--- src/rtl/scoreboard_issue.sv ---
module scoreboard_issue #(
  parameter int NREG    = 32,
  parameter int LAT_INT = 1,
  parameter int LAT_ADD = 2,
  parameter int LAT_MUL = 10,
  parameter int LAT_DIV = 40
) (
  input  logic                    clk,
  input  logic                    rst_n,
  input  logic                    in_valid,
  input  logic [1:0]              in_cls,
  input  logic [$clog2(NREG)-1:0] in_dst,
  input  logic [$clog2(NREG)-1:0] in_src1,
  input  logic [$clog2(NREG)-1:0] in_src2,
  output logic                    stall,
  output logic [4:0]              iss_grant,
  output logic [4:0]              rd_strobe,
  output logic [4:0]              wr_grant
);
  localparam int NFU  = 5;
  localparam int RW   = $clog2(NREG);
  localparam int TW   = 3;
  localparam int LM1  = (LAT_INT > LAT_ADD) ? LAT_INT : LAT_ADD;
  localparam int LM2  = (LAT_MUL > LAT_DIV) ? LAT_MUL : LAT_DIV;
  localparam int LMAX = (LM1 > LM2) ? LM1 : LM2;
  localparam int CW   = $clog2(LMAX + 1);
  localparam logic [1:0] PH_OPS = 2'd0, PH_EXE = 2'd1, PH_WB = 2'd2;

  function automatic int unit_lat(input int u);
    case (u)
      0:       return LAT_INT;
      1:       return LAT_ADD;
      2, 3:    return LAT_MUL;
      default: return LAT_DIV;
    endcase
  endfunction

  logic [NFU-1:0]          busy, rj, rk;
  logic [1:0]              ph  [NFU];
  logic [CW-1:0]           cnt [NFU];
  logic [RW-1:0]           fi  [NFU];
  logic [RW-1:0]           fj  [NFU];
  logic [RW-1:0]           fk  [NFU];
  logic [TW-1:0]           qj  [NFU];
  logic [TW-1:0]           qk  [NFU];
  logic [TW-1:0]           owner [NREG];

  logic [NFU-1:0] want, sel, elig, war_blk;
  logic           can_go, wr_any;
  logic [2:0]     wr_u, is_u;
  logic [TW-1:0]  wr_tag, tag1, tag2;

  always_comb begin
    case (in_cls)
      2'd0:    want = 5'b00001;
      2'd1:    want = 5'b00010;
      2'd2:    want = 5'b01100;
      default: want = 5'b10000;
    endcase
    sel       = want & ~busy;
    can_go    = (sel != '0) && (owner[in_dst] == '0);
    stall     = in_valid && !can_go;
    iss_grant = (in_valid && can_go) ? (sel & (~sel + 1'b1)) : '0;
    for (int u = 0; u < NFU; u++) begin
      rd_strobe[u] = busy[u] && ph[u] == PH_OPS && rj[u] && rk[u];
      war_blk[u]   = 1'b0;
      for (int v = 0; v < NFU; v++)
        if (v != u && busy[v] && ((fj[v] == fi[u] && rj[v]) || (fk[v] == fi[u] && rk[v])))
          war_blk[u] = 1'b1;
      elig[u] = busy[u] && ph[u] == PH_WB && !war_blk[u];
    end
    wr_grant = elig & (~elig + 1'b1);
    wr_any   = wr_grant != '0;
    wr_u     = '0;
    is_u     = '0;
    for (int u = 0; u < NFU; u++) begin
      if (wr_grant[u])  wr_u = 3'(u);
      if (iss_grant[u]) is_u = 3'(u);
    end
    wr_tag = wr_any ? TW'(wr_u) + 1'b1 : '0;
    tag1   = (wr_any && owner[in_src1] == wr_tag) ? '0 : owner[in_src1];
    tag2   = (wr_any && owner[in_src2] == wr_tag) ? '0 : owner[in_src2];
  end

  always_ff @(posedge clk or negedge rst_n) begin
    if (!rst_n) begin
      busy <= '0;
      rj   <= '0;
      rk   <= '0;
      for (int u = 0; u < NFU; u++) begin
        ph[u]  <= PH_OPS;
        cnt[u] <= '0;
        fi[u]  <= '0;
        fj[u]  <= '0;
        fk[u]  <= '0;
        qj[u]  <= '0;
        qk[u]  <= '0;
      end
      for (int r = 0; r < NREG; r++) owner[r] <= '0;
    end else begin
      for (int u = 0; u < NFU; u++) begin
        if (busy[u] && wr_any && qj[u] == wr_tag) begin
          qj[u] <= '0;
          rj[u] <= 1'b1;
        end
        if (busy[u] && wr_any && qk[u] == wr_tag) begin
          qk[u] <= '0;
          rk[u] <= 1'b1;
        end
        if (rd_strobe[u]) begin
          rj[u]  <= 1'b0;
          rk[u]  <= 1'b0;
          ph[u]  <= PH_EXE;
          cnt[u] <= CW'(unit_lat(u) - 1);
        end else if (busy[u] && ph[u] == PH_EXE) begin
          if (cnt[u] == '0) ph[u] <= PH_WB;
          else              cnt[u] <= cnt[u] - 1'b1;
        end
        if (wr_grant[u]) busy[u] <= 1'b0;
        if (iss_grant[u]) begin
          busy[u] <= 1'b1;
          ph[u]   <= PH_OPS;
          fi[u]   <= in_dst;
          fj[u]   <= in_src1;
          fk[u]   <= in_src2;
          qj[u]   <= tag1;
          qk[u]   <= tag2;
          rj[u]   <= tag1 == '0;
          rk[u]   <= tag2 == '0;
        end
      end
      if (wr_any) owner[fi[wr_u]] <= '0;
      if (iss_grant != '0) owner[in_dst] <= TW'(is_u) + 1'b1;
    end
  end

  for (genvar g = 0; g < NFU; g++) begin : g_chk
    AST_WB_FREES_UNIT: assert property (@(posedge clk) disable iff (!rst_n) wr_grant[g] |=> !busy[g]);
    AST_ISSUE_IDLE_UNIT: assert property (@(posedge clk) disable iff (!rst_n) iss_grant[g] |-> !busy[g]);
    AST_READ_ONCE: assert property (@(posedge clk) disable iff (!rst_n) rd_strobe[g] |=> !rd_strobe[g]);
    AST_NO_EARLY_WB: assert property (@(posedge clk) disable iff (!rst_n) rd_strobe[g] |=> !wr_grant[g]);
  end
  AST_ONE_WB: assert property (@(posedge clk) disable iff (!rst_n) $onehot0(wr_grant));
  AST_ONE_ISSUE: assert property (@(posedge clk) disable iff (!rst_n) $onehot0(iss_grant));
  AST_STALL_NO_ISSUE: assert property (@(posedge clk) disable iff (!rst_n) stall |-> iss_grant == '0);
  AST_QUIET_NO_ISSUE: assert property (@(posedge clk) disable iff (!rst_n) !in_valid |-> iss_grant == '0 && !stall);
endmodule

--- config.mk ---
export PLATFORM = sky130hd
export DESIGN_NAME = scoreboard_issue
export DESIGN_NICKNAME = d
export VERILOG_FILES = /design/src/rtl/scoreboard_issue.sv
export SDC_FILE = /design/constraint.sdc
export NUM_CORES = 1
export LEC_CHECK = 0
export BUFFER_PORTS_ARGS = -buffer_cell sky130_fd_sc_hd__buf_2
export CAP_MARGIN = 40
export CORE_MARGIN = 8
export CORE_UTILIZATION = 55
export DETAILED_ROUTE_END_ITERATION = 6
export PLACE_DENSITY = 0.7
export SYNTH_ARGS = -nofsm -noshare
export SYNTH_HDL_FRONTEND = slang
export SYNTH_SLANG_ARGS = --single-unit
export TNS_END_PERCENT = 10
--- constraint.sdc ---
create_clock -name clk -period 8.5 [get_ports clk]
set_input_delay 1.7 -clock clk [delete_from_list [all_inputs] [get_ports clk]]
set_output_delay 1.7 -clock clk [all_outputs]
set_load 0.02 [all_outputs]
==> out/qor.log, run 1 <==
qor: outcome.status finished, final reports clean
qor: clock_tree.numClockSinks 256
qor: final_layout.fraction_of_final_layout_cells_sized_beyond_drive_strength_1 0.1278
qor: sta.timing.final.crit_period 6572 ps
qor: final_layout.num_antenna_cells 0
qor: synth.dominant_combinational_cell_family_by_area_after_synthesis simple AND/OR/NAND/NOR gates
qor: floorplan.coreArea 0.02972 mm^2
qor: synth.netlist-cell-type-count 87
qor: synth.yosys.area_share.xor_xnor 0.1366
qor: setup_path.critical_path_buf_inv_count 5
qor: setup_path.cp_top_family simple AND/OR/NAND/NOR gates
qor: routing.finalWirelength 53500 um
qor: clock_tree.clock_tree.root_cell clkbuf_16
qor: min_path.min-delay-start qk[4]
qor: clock_tree.tritoncts built
qor: final_layout.finalCoreUtilization 0.6000
qor: clock_tree.cts_hold_buf 0
qor: placement.weighted_congestion_at_the_end_of_routability_driven_global_placement 0.9820
qor: routing.wire_per_inst 25.72 um
qor: clock_tree.cts-htree-levels 1
qor: setup_path.worst_ep_arrival_time 4870 ps
qor: setup_path.critical_path_start_end_classification input pin to primary output
qor: routing.drt-pass1-iter-count 5
qor: floorplan.top_level_ports 36
qor: min_path.worst_hold_path.num_cells 1
qor: sta.clock.fmax 152.2 MHz
qor: sta.finalCritPeriodShare 0.7732
qor: synth.number_of_instances_in_the_synthesized_netlist 1734
qor: final_layout.area_occupied_by_registers 0.006406 mm^2
qor: sta.rsz0062_at_grt no
qor: global_route.grt_max_degree 143
qor: final_layout.final_common_cell nand2_1
qor: routing.detail_route.iter0.violations 1396
qor: setup_path.startpoint in_dst[1]
qor: clock_tree.clock_insertion_delay_worst_skew 580 ps
qor: run.maxCapViolations 0
qor: min_path.worst_hold_path.endpoint qk[4]
qor: floorplan.dieWidth 190.0 um
qor: final_layout.multi_input_area 0.009040 mm^2
qor: clock_tree.worst_setup_hold_path_clk_slew 60 ps
qor: synth.number_of_enable_type_register_cells_in_the_synthesized_netlist 0
qor: sta.fin_skew 22.10 ps
qor: floorplan.floorplan.initialDensity 0.5605
qor: synth.synth-main-ff-cell dfrtp_1
qor: routing.via_per_inst 6.672
qor: final_layout.leading_cell_types_in_the_layout_fill_and_taps_excluded nand2_1, dfrtp_1, xnor2_1
qor: synth.post-synth-top-area-cell dfrtp_1
qor: global_route.globalRoute.totalOverflow 0
qor: setup_path.regToRegStartpoint fi[14]
qor: synth.synth-compound-area-share 0.1472
qor: sta.hold_viol 0
qor: global_route.grt_pass1_wl 82480 um
qor: synth.post_synthesis_share_of_cell_area_spent_on_and_or_nand_and_nor_gates 0.1523
qor: sta.setup-violations-final 0
qor: placement.hpwl 36880 um
qor: setup_path.ff2ff_setup_slack 3030 ps
qor: synth.netlist_top_cells_area dfrtp_1, xnor2_1, mux4_2
qor: global_route.grt_pass1_vias 13670
qor: sta.maxSlewViolCount 0
qor: power.powerDensity 396.3 mW/mm^2
qor: synth.yosys_warnings 0
qor: clock_tree.cts.repair_timing.setup_buffer_count 0
qor: synth.post_synth_fa_ha_maj_area_fraction 0.008263
qor: clock_tree.cts.path.max_buffers 3
qor: setup_path.worstPathCellList buf_2, inv_2, o41ai_1, o32ai_1, o211ai_1, nand4_2, or2_2, inv_1, nand2_1, inv_1, buf_2
qor: global_route.antenna_violations_before_repair 1
qor: power.leakagePower 7.745 nW
qor: floorplan.cell_row_count 63
qor: placement.io_buffers 35
qor: final_layout.area_delta_synth_final 7.046%
qor: synth.ys_seq_area_frac 0.3846
qor: setup_path.crit_path_launch_type input pin
qor: setup_path.critical_path.max_stage_delay 510 ps
qor: clock_tree.cts-resized-gates 0
qor: synth.netlist_area 0.01666 mm^2
qor: setup_path.worstRegToRegCells 13
qor: sta.worstMarginPinSlew 987.0 ps
qor: synth.ys_ff_latch 256
qor: setup_path.rr_endpoint rk[0]
qor: synth.postSynth.asyncResetShare 1.000
qor: routing.detail_route.drc_violations 0
qor: synth.yosys-mux-area-fraction 0.09787
qor: final_layout.finish.net_count 1701
qor: setup_path.worstPathMaxFanout 25
qor: floorplan.die-height 190.0 um
qor: routing.detailroute.via_count 13880
qor: sta.slew_headroom 0.3420
qor: power.peakVddDrop 0.2012 mV
qor: final_layout.fill_cells 2505
qor: floorplan.total_die_area 0.03611 mm^2
qor: synth.syn_avg_cell_area 9.606 um^2
qor: setup_path.timing.critical_path.required 6800 ps
qor: synth.yosysTopAreaCellShare 0.3846
qor: routing.postRouteAntennaNets 0
qor: setup_path.cp-end-kind primary output
qor: sta.fin_worst_hold_slack 509.0 ps
qor: setup_path.critical_path.slowest_cell nand2_1
qor: min_path.hold_path.class flip-flop to flip-flop
qor: global_route.groute.usage.overall 0.2955
qor: synth.synth_nets 1765
qor: clock_tree.numCtsBuffers 30
qor: sta.setup-tns-final 0 ps
## kinds of logic (layout without fill, tap and decap cells)
| logic type | count (synthesis) | in the layout |
|---|---|---|
| buf+inv | 270 | 226 |
| compound gates | 320 | 320 |
| flops | 256 | 256 |
| mux | 82 | 82 |
| simple gates | 540 | 540 |
| xor+xnor | 255 | 255 |
| fa+ha+maj | 11 | 11 |
## Yosys cell counts (8+ instances only)
cell / instances
nand2_1: 279
dfrtp_1: 256
xnor2_1: 175
inv_1: 111
xor2_1: 76
clkbuf_1: 70
o21ai_0: 68
mux4_2: 64
buf_2: 58
nor3_1: 54
o2bb2ai_1: 51
nor2_1: 48
nand4_1: 44
o22ai_1: 33
nor4_1: 26
a22oi_1: 21
nand3_1: 20
a21oi_1: 17
mux2i_1: 14
buf_6: 12
ha_1: 11
o31ai_1: 11
o41ai_1: 11
a22o_1: 10
o22a_1: 10
and3_1: 9
o21bai_1: 8
## routing by layer
metal / share of wire / global-route usage
met5: 0.00024 / 0
met1: 0.38 / 0.3785
met4: 0.069 / 0.1810
met2: 0.45 / 0.4508
met3: 0.10 / 0.06829
## how the worst max path moves through the flow
stage                               to  slack, ps  cells after the start
after CTS                 iss_grant[2]       2040                     11
after detailed placement  iss_grant[2]       2050                     11
after floorplan           iss_grant[4]       2740                     11
final                     iss_grant[2]       1930                     11
after global placement    iss_grant[2]       2130                     11
after global routing      iss_grant[2]       1690                     11
## state kept, by name (all words and copies together) (netlist names), 10 cells and up
signal	cells
qj	15
owner	96
qk	15
fj	25
fk	25
fi	25
ph	10
cnt	30
## through the flow
step	instance area (um^2)	worst slack, ps	instances	power, W
after global placement	16670	2131	2020	0.005470
after detailed placement	16770	2046	2028	0.005607
after floorplan	16660	2736	1734	0.004784
after CTS	17830	2039	2080	0.007002
final	17830	1928	2080	0.007066
after global routing	17830	1687	2080	0.007455
## final cells by class
type,instances,share of cell area
Tap cell,390,0.02737
Timing Repair Buffer,56,0.02203
Clock inverter,9,0.008280
Clock buffer,43,0.05108
Multi-Input combinational cell,1208,0.5070
Inverter,118,0.02498
Sequential cell,256,0.3593
## where the power goes
part / leakage (nW) / internal [W] / switching [W]
clock: 0.523 / 0.000856 / 0.000528
combinational: 4.10 / 0.00143 / 0.00169
sequential: 3.12 / 0.00163 / 0.000931
No activity file was read; power rests on OpenSTA's default activity.
==> run 2: changes to the inputs <==
--- a/config.mk
+++ b/config.mk
@@ -10,7 +10,7 @@
 export CORE_MARGIN = 8
 export CORE_UTILIZATION = 55
 export DETAILED_ROUTE_END_ITERATION = 6
-export PLACE_DENSITY = 0.7
+export PLACE_DENSITY = 0.73
 export SYNTH_ARGS = -nofsm -noshare
 export SYNTH_HDL_FRONTEND = slang
 export SYNTH_SLANG_ARGS = --single-unit
==> constraint.sdc (replaced) <==
create_clock -name clk -period 5.5 [get_ports clk]
set_input_delay 1.1 -clock clk [delete_from_list [all_inputs] [get_ports clk]]
set_output_delay 1.1 -clock clk [all_outputs]
set_load 0.02 [all_outputs]
==> run 2 against run 1 <==
Final cell count is 1.3% higher. Clock power is 54% higher. Non-clock buffer count is 26 higher. Register-to-register slack worse by 2100 ps. Via count is 0.80% higher. Combinational power is 57% higher. Sequential power is 53% higher. Flip-flop and latch count stayed put. Final area is 0.77% higher. Sequential share of layout area is 0.28 points lower. Clock-buffer cell count is 1 lower. Critical endpoint is now wr_grant[4]. Highest routed layer is now met4.
==> out/qor.log, run 2 (synthesis gave the netlist of run 1 again) <==
qor: global_route.groute.usage.overall 0.2953 [about the same]
qor: final_layout.reg.largest.list owner x96, cnt x30
qor: routing.postRouteAntennaNets 0 [unchanged]
qor: floorplan.die-height 190.0 um [unchanged]
qor: final_layout.final_common_cell nand2_1
qor: final_layout.leading_cell_types_in_the_layout_fill_and_taps_excluded nand2_1, dfrtp_1, xnor2_1
qor: routing.via_per_inst 6.636 [-0.54%]
qor: sta.finalCritPeriodShare 0.9512
qor: clock_tree.cts_hold_buf 0 [unchanged]
qor: global_route.grt_pass1_wl 83120 um [+0.77%]
qor: final_layout.num_antenna_cells 0 [unchanged]
qor: setup_path.worstPathMaxFanout 13 [-48%]
qor: sta.worstMarginPinSlew 886.4 ps [-100.7 ps]
qor: clock_tree.numClockSinks 256 [unchanged]
qor: sta.rsz0062_at_grt no
qor: routing.finalWirelength 53300 um [-0.38%]
qor: routing.detail_route.drc_violations 0 [unchanged]
qor: setup_path.cp-end-kind primary output
qor: clock_tree.cts.repair_timing.setup_buffer_count 0 [unchanged]
qor: clock_tree.numCtsBuffers 30 [unchanged]
qor: sta.worst_slack 268.6 ps [-1660 ps]
qor: placement.hpwl 37670 um [+2.1%]
qor: routing.detailroute.via_count 13990 [+0.80%]
qor: sta.clock.fmax 191.2 MHz
qor: clock_tree.cts-resized-gates 0 [unchanged]
qor: sta.slew_headroom 0.4014 [+0.05938]
qor: clock_tree.worst_setup_hold_path_clk_slew 60 ps [about the same]
qor: final_layout.finish.net_count 1727 [+1.5%]
qor: sta.timing.final.crit_period 5231 ps
qor: clock_tree.cts.path.max_buffers 3 [unchanged]
qor: clock_tree.tritoncts built
qor: sta.setup-violations-final 0 [unchanged]
qor: floorplan.top_level_ports 36 [unchanged]
qor: placement.dpl_worst_slack 707.2 ps [-1339 ps]
qor: placement.weighted_congestion_at_the_end_of_routability_driven_global_placement 0.9866 [+0.47%]
qor: final_layout.fraction_of_final_layout_cells_sized_beyond_drive_strength_1 0.1391 [+0.01130]
qor: power.power_report.internal_total 0.006113 W [+56%]
qor: power.power_frac_seq 0.359 [-0.004]
qor: global_route.antenna_violations_before_repair 0 [-1]
qor: final_layout.largest_register_ffs 96 [unchanged]
qor: global_route.grt_pass1_vias 14010 [+2.5%]
qor: placement.io_buffers 35 [unchanged]
qor: setup_path.critical_path_start_end_classification flip-flop to primary output
qor: placement.placed_cells_incl_taps 2054 [+1.3%]
qor: global_route.grt_max_degree 87 [-39%]
qor: run.maxCapViolations 0 [unchanged]
qor: final_layout.finalNonFillerCells 2108 [+1.3%]
qor: floorplan.total_die_area 0.03611 mm^2 [unchanged]
qor: power.leakagePower 7.831 nW [+1.1%]
qor: floorplan.dieWidth 190.0 um [unchanged]
qor: routing.detail_route.iter0.violations 1758 [+26%]
qor: final_layout.area_delta_synth_final 7.872%
qor: setup_path.crit_path_launch_type flip-flop
qor: routing.drt-pass1-iter-count 5 [unchanged]
qor: global_route.globalRoute.totalOverflow 0 [unchanged]
qor: power.p_clk_frac 0.194 [-0.002]
qor: floorplan.floorplan.initialDensity 0.5605 [unchanged]
qor: sta.hold_viol 0 [unchanged]
qor: clock_tree.cts-htree-levels 1 [unchanged]
qor: power.peakVddDrop 0.3470 mV [+72%]
qor: clock_tree.clock_tree.root_cell clkbuf_16
qor: clock_tree.clock_insertion_delay_worst_skew 570 ps [about the same]
qor: floorplan.cell_row_count 63 [unchanged]
qor: power.pwr-share-comb 0.447 [+0.006]
qor: sta.maxSlewViolCount 0 [unchanged]
qor: min_path.hold_path.class flip-flop to flip-flop
qor: floorplan.coreArea 0.02972 mm^2 [unchanged]
qor: power.power_switching 0.004840 W [+54%]
qor: sta.setup-tns-final 0 ps [unchanged]
qor: sta.fin_skew 23.29 ps [+1.186 ps]
qor: final_layout.top_reg_by_flops owner
qor: outcome.status finished, final reports clean
qor: setup_path.timing.critical_path.required 4400 ps [-2400 ps]
qor: routing.wire_per_inst 25.28 um [-1.7%]
qor: power.powerDensity 609.6 mW/mm^2 [+54%]
qor: setup_path.worst_ep_arrival_time 4130 ps [-740 ps]
qor: power.sw_frac 0.4419 [-0.003100]
run 2: cell count changes in the layout (fill, tap and decap cells not counted), moves of 3 or more:
cell	before	now
buf_12	3	0
buf_2	37	34
buf_4	14	47
clkbuf_1	3	7
clkbuf_8	9	4
clkinv_4	0	3
run 2: final cells by class:
type                            count  area (um^2)
Tap cell                          390        488.0
Clock buffer                       42        857.1
Timing Repair Buffer               82        538.0
Clock inverter                     12        201.4
Multi-Input combinational cell   1208         9032
Inverter                          118        445.4
Fill cell                        2479        11750
Sequential cell                   256         6406
run 2: critical path: stages (launching register included):
cell and delay (ps):
dfrtp_1 770, xnor2_1 190, nand4_1 110, nor3_1 630
a2111oi_4 100, nand2_4 140, inv_2 100, nor4_4 600
nand2_1 440, inv_1 280, buf_2 210
run 2: final timing paths:
kind,startpoint,to,slack [ps],depth (start not counted)
min in group asynchronous,rst_n,fk[22],550,1
max in group asynchronous,rst_n,cnt[20],3620,2
worst max register to register,fi[22],owner[69],940,11
worst min-delay path,qj[3],qj[3],510,1
worst max-delay path,fi[22],wr_grant[4],270,10
worst min register to register,qj[3],qj[3],510,1
run 2: per-stage QoR:
step / hold WS (ps) / instance area (um^2) / util / total power [W]
3_5_place_dp: 497.2 / 16910 / 0.5690 / 0.008691
5_1_grt: 531.2 / 17970 / 0.6046 / 0.01153
4_1_cts: 506.2 / 17970 / 0.6046 / 0.01084
6_report: 509.2 / 17970 / 0.6046 / 0.01095
3_3_place_gp: 487.9 / 16910 / 0.5690 / 0.008504
2_1_floorplan: 460.5 / 16660 / - / 0.007394
run 2: power by group through the flow:
| stage | clock network, W | logic [W] | registers (W) |
|---|---|---|---|
| after floorplan | 0 | 0.00450 | 0.00289 |
| after global placement | 0 | 0.00465 | 0.00386 |
| after detailed placement | 0 | 0.00480 | 0.00389 |
| after CTS | 0.00214 | 0.00483 | 0.00386 |
| after global routing | 0.00223 | 0.00532 | 0.00399 |
| final | 0.00212 | 0.00490 | 0.00393 |
run 2: routing by layer:
metal	vias to the layer above	track usage	wire length [um]
li1	6018	-	-
met1	6844	0.3840	20710
met2	910	0.4551	23720
met3	216	0.06298	5397
met4	0	0.1651	3469
met5	-	0	0
==> run 3: changes to the inputs <==
--- a/config.mk
+++ b/config.mk
@@ -5,12 +5,13 @@
 export SDC_FILE = /design/constraint.sdc
 export NUM_CORES = 1
 export LEC_CHECK = 0
-export BUFFER_PORTS_ARGS = -buffer_cell sky130_fd_sc_hd__buf_2
 export CAP_MARGIN = 40
 export CORE_MARGIN = 8
 export CORE_UTILIZATION = 55
+export CTS_BUF_LIST = sky130_fd_sc_hd__clkbuf_8
 export DETAILED_ROUTE_END_ITERATION = 6
-export PLACE_DENSITY = 0.73
+export DONT_BUFFER_PORTS = 1
+export PLACE_DENSITY = 0.72
 export SYNTH_ARGS = -nofsm -noshare
 export SYNTH_HDL_FRONTEND = slang
 export SYNTH_SLANG_ARGS = --single-unit
==> run 3 against run 2 <==
First-iteration DRC count shrank 2.5%. Sequential share of layout area up 0.85 points. Clock power down 11%. Combinational power fell by 3%. Global-route usage up 0.094 points. Non-clock buffer count fell by 56. Critical path type unchanged. Critical endpoint unchanged.
==> out/qor.log, run 3 (synthesis gave the netlist of run 1 again) <==
qor: outcome.status finished, final reports clean
qor: run.maxCapViolations 0 [unchanged]
qor: routing.drt-pass1-iter-count 6 [+1]
qor: clock_tree.clock_insertion_delay_worst_skew 600 ps [+30 ps]
qor: final_layout.multi_input_area 0.009032 mm^2 [unchanged]
qor: final_layout.leading_cell_types_in_the_layout_fill_and_taps_excluded nand2_1, dfrtp_1, xnor2_1
qor: global_route.grt_max_degree 257 [+200%]
qor: floorplan.top_level_ports 36 [unchanged]
qor: floorplan.dieWidth 190.0 um [unchanged]
qor: clock_tree.tritoncts built
qor: global_route.grt_pass1_wl 82880 um [-0.29%]
qor: placement.io_buffers 0 [-100%]
qor: min_path.hold_path.class input pin to async pin
qor: power.peakVddDrop 0.2660 mV [-23%]
qor: floorplan.coreArea 0.02972 mm^2 [unchanged]
qor: setup_path.cp_top_family simple AND/OR/NAND/NOR gates
qor: power.powerDensity 601.2 mW/mm^2 [-1.4%]
qor: routing.met1_layer_wirelength_in_the_final_routing 20490 um [-1.1%]
qor: power.leakagePower 7.603 nW [-2.9%]
qor: floorplan.cell_row_count 63 [unchanged]
qor: routing.wire_per_inst 25.55 um [+1.0%]
qor: routing.route.met3.wl 5673 um [+5.1%]
qor: setup_path.critical_path.max_stage_delay 760 ps [about the same]
qor: sta.fin_skew 19.63 ps [-3.658 ps]
qor: global_route.antenna_violations_before_repair 1 [+1]
qor: setup_path.worstPathMaxFanout 13 [unchanged]
qor: clock_tree.cts_hold_buf 0 [unchanged]
qor: clock_tree.clock_tree.root_cell clkbuf_8
qor: sta.timing.final.crit_period 4841 ps [-390.4 ps]
qor: global_route.grt_pass1_vias 13850 [-1.1%]
qor: final_layout.final_common_cell nand2_1
qor: setup_path.critical_path_buf_inv_count 3 [unchanged]
qor: floorplan.floorplan.initialDensity 0.5605 [unchanged]
qor: routing.highest_signal_layer met4
qor: sta.rsz0062_at_grt no
qor: setup_path.cp-end-kind primary output
qor: global_route.groute.usage.overall 0.2962 [+0.0009373]
qor: floorplan.die-height 190.0 um [unchanged]
qor: setup_path.critical_path_start_end_classification flip-flop to primary output
qor: placement.weighted_congestion_at_the_end_of_routability_driven_global_placement 0.9518 [-3.5%]
qor: final_layout.fraction_of_final_layout_cells_sized_beyond_drive_strength_1 0.1247 [-0.01441]
qor: setup_path.worstPathCellList xnor2_1, nand4_1, nor3_1, a2111oi_4, nand2_4, inv_2, nor4_4, buf_4, nand2_1, inv_1
qor: final_layout.reg.largest.list owner x96, cnt x30
qor: routing.finalWirelength 53220 um [-0.15%]
qor: setup_path.crit_path_launch_type flip-flop
qor: routing.wl_met2 23950 um [+0.99%]
qor: setup_path.worst_ep_arrival_time 3740 ps [-390 ps]
qor: clock_tree.numCtsBuffers 46 [+53%]
qor: clock_tree.worst_setup_hold_path_clk_slew 60 ps [about the same]
qor: placement.hpwl 36170 um [-4.0%]
qor: routing.postRouteAntennaNets 0 [unchanged]
qor: sta.finalCritPeriodShare 0.8802 [-0.07099]
qor: final_layout.area_delta_synth_final 5.363%
qor: final_layout.fill_cells 2523 [+1.8%]
qor: final_layout.finish.net_count 1687 [-2.3%]
qor: global_route.globalRoute.totalOverflow 0 [unchanged]
qor: setup_path.timing.critical_path.required 4400 ps [about the same]
qor: final_layout.largest_register_ffs 96 [unchanged]
qor: power.finalPower 0.01055 W [-3.7%]
qor: sta.worstMarginPinSlew 944.7 ps [+58.35 ps]
qor: final_layout.area_occupied_by_registers 0.006406 mm^2 [unchanged]
qor: sta.setup-tns-final 0 ps [unchanged]
qor: final_layout.top_reg_by_flops owner
qor: sta.setup-violations-final 0 [unchanged]
qor: sta.clock.fmax 206.6 MHz [+8.1%]
qor: sta.maxSlewViolCount 0 [unchanged]
qor: setup_path.critical_path.slowest_cell dfrtp_1
qor: routing.detail_route.drc_violations 0 [unchanged]
qor: clock_tree.cts.path.max_buffers 3 [unchanged]
qor: clock_tree.cts-htree-levels 2 [+1]
qor: floorplan.total_die_area 0.03611 mm^2 [unchanged]
qor: clock_tree.cts.repair_timing.setup_buffer_count 0 [unchanged]
qor: routing.detail_route.iter0.violations 1714 [-2.5%]
qor: routing.detailroute.via_count 13880 [-0.79%]
qor: routing.via_per_inst 6.662 [+0.40%]
qor: clock_tree.cts-resized-gates 0 [unchanged]
qor: sta.slew_headroom 0.3702 [-0.03117]
qor: sta.hold_viol 0 [unchanged]
qor: clock_tree.numClockSinks 256 [unchanged]
==> run 3: cell types whose count changed in the layout (fill, tap and decap cells not counted), sizes merged <==
cell / delta
buf: -56
clkbuf: +22
inv: +10
bufinv: -5
clkinv: +3
diode: +1
==> run 3: layout make-up <==
class	count	share of cell area
antenna	1	0.0001426
clock buffer	64	0.05019
clock inverter	20	0.005703
inverter	118	0.02538
multi-input combinational	1208	0.5146
sequential	256	0.3650
tap	390	0.02780
timing repair buffer	26	0.01112
==> run 3: through the flow <==
stage	instance area [um^2]	setup WS, ps	hold WS [ps]	util	std cells
floorplan	16660	935.8	460.5	-	1734
global placement	16570	942.8	478.3	0.5575	1998
detailed placement	16570	876.2	492.2	0.5575	1998
CTS	17550	613.9	184.2	0.5905	2082
global route	17550	504.6	181.6	0.5905	2082
finish	17550	659.0	210.8	0.5906	2083
==> run 3: where the power goes <==
| part | switching (W) | leakage [nW] | total [W] | internal [W] |
|---|---|---|---|---|
| registers | 0.00141 | 3.12 | 0.00394 | 0.00253 |
| clock network | 0.000848 | 0.546 | 0.00188 | 0.00104 |
| logic | 0.00250 | 3.94 | 0.00473 | 0.00223 |
| total | 0.00475 | 7.60 | 0.0106 | 0.00580 |
==> run 3: final timing paths <==
check,startpoint,endpoint,slack [ps],cells past startpoint
max in group asynchronous,rst_n,owner[30],4910,0
max,fi[22],wr_grant[4],660,10
min reg2reg,cnt[12],cnt[12],500,1
min in group clk,cnt[12],cnt[12],500,1
max reg2reg,fi[8],qk[0],780,13
min,rst_n,cnt[3],210,0
==> run 3: per-layer routing <==
| metal | vias up | track usage |
|---|---|---|
| li1 | 5959 | - |
| met1 | 6788 | 0.3826 |
| met2 | 919 | 0.4521 |
| met3 | 211 | 0.07360 |
| met4 | 0 | 0.1642 |
| met5 | - | 0 |
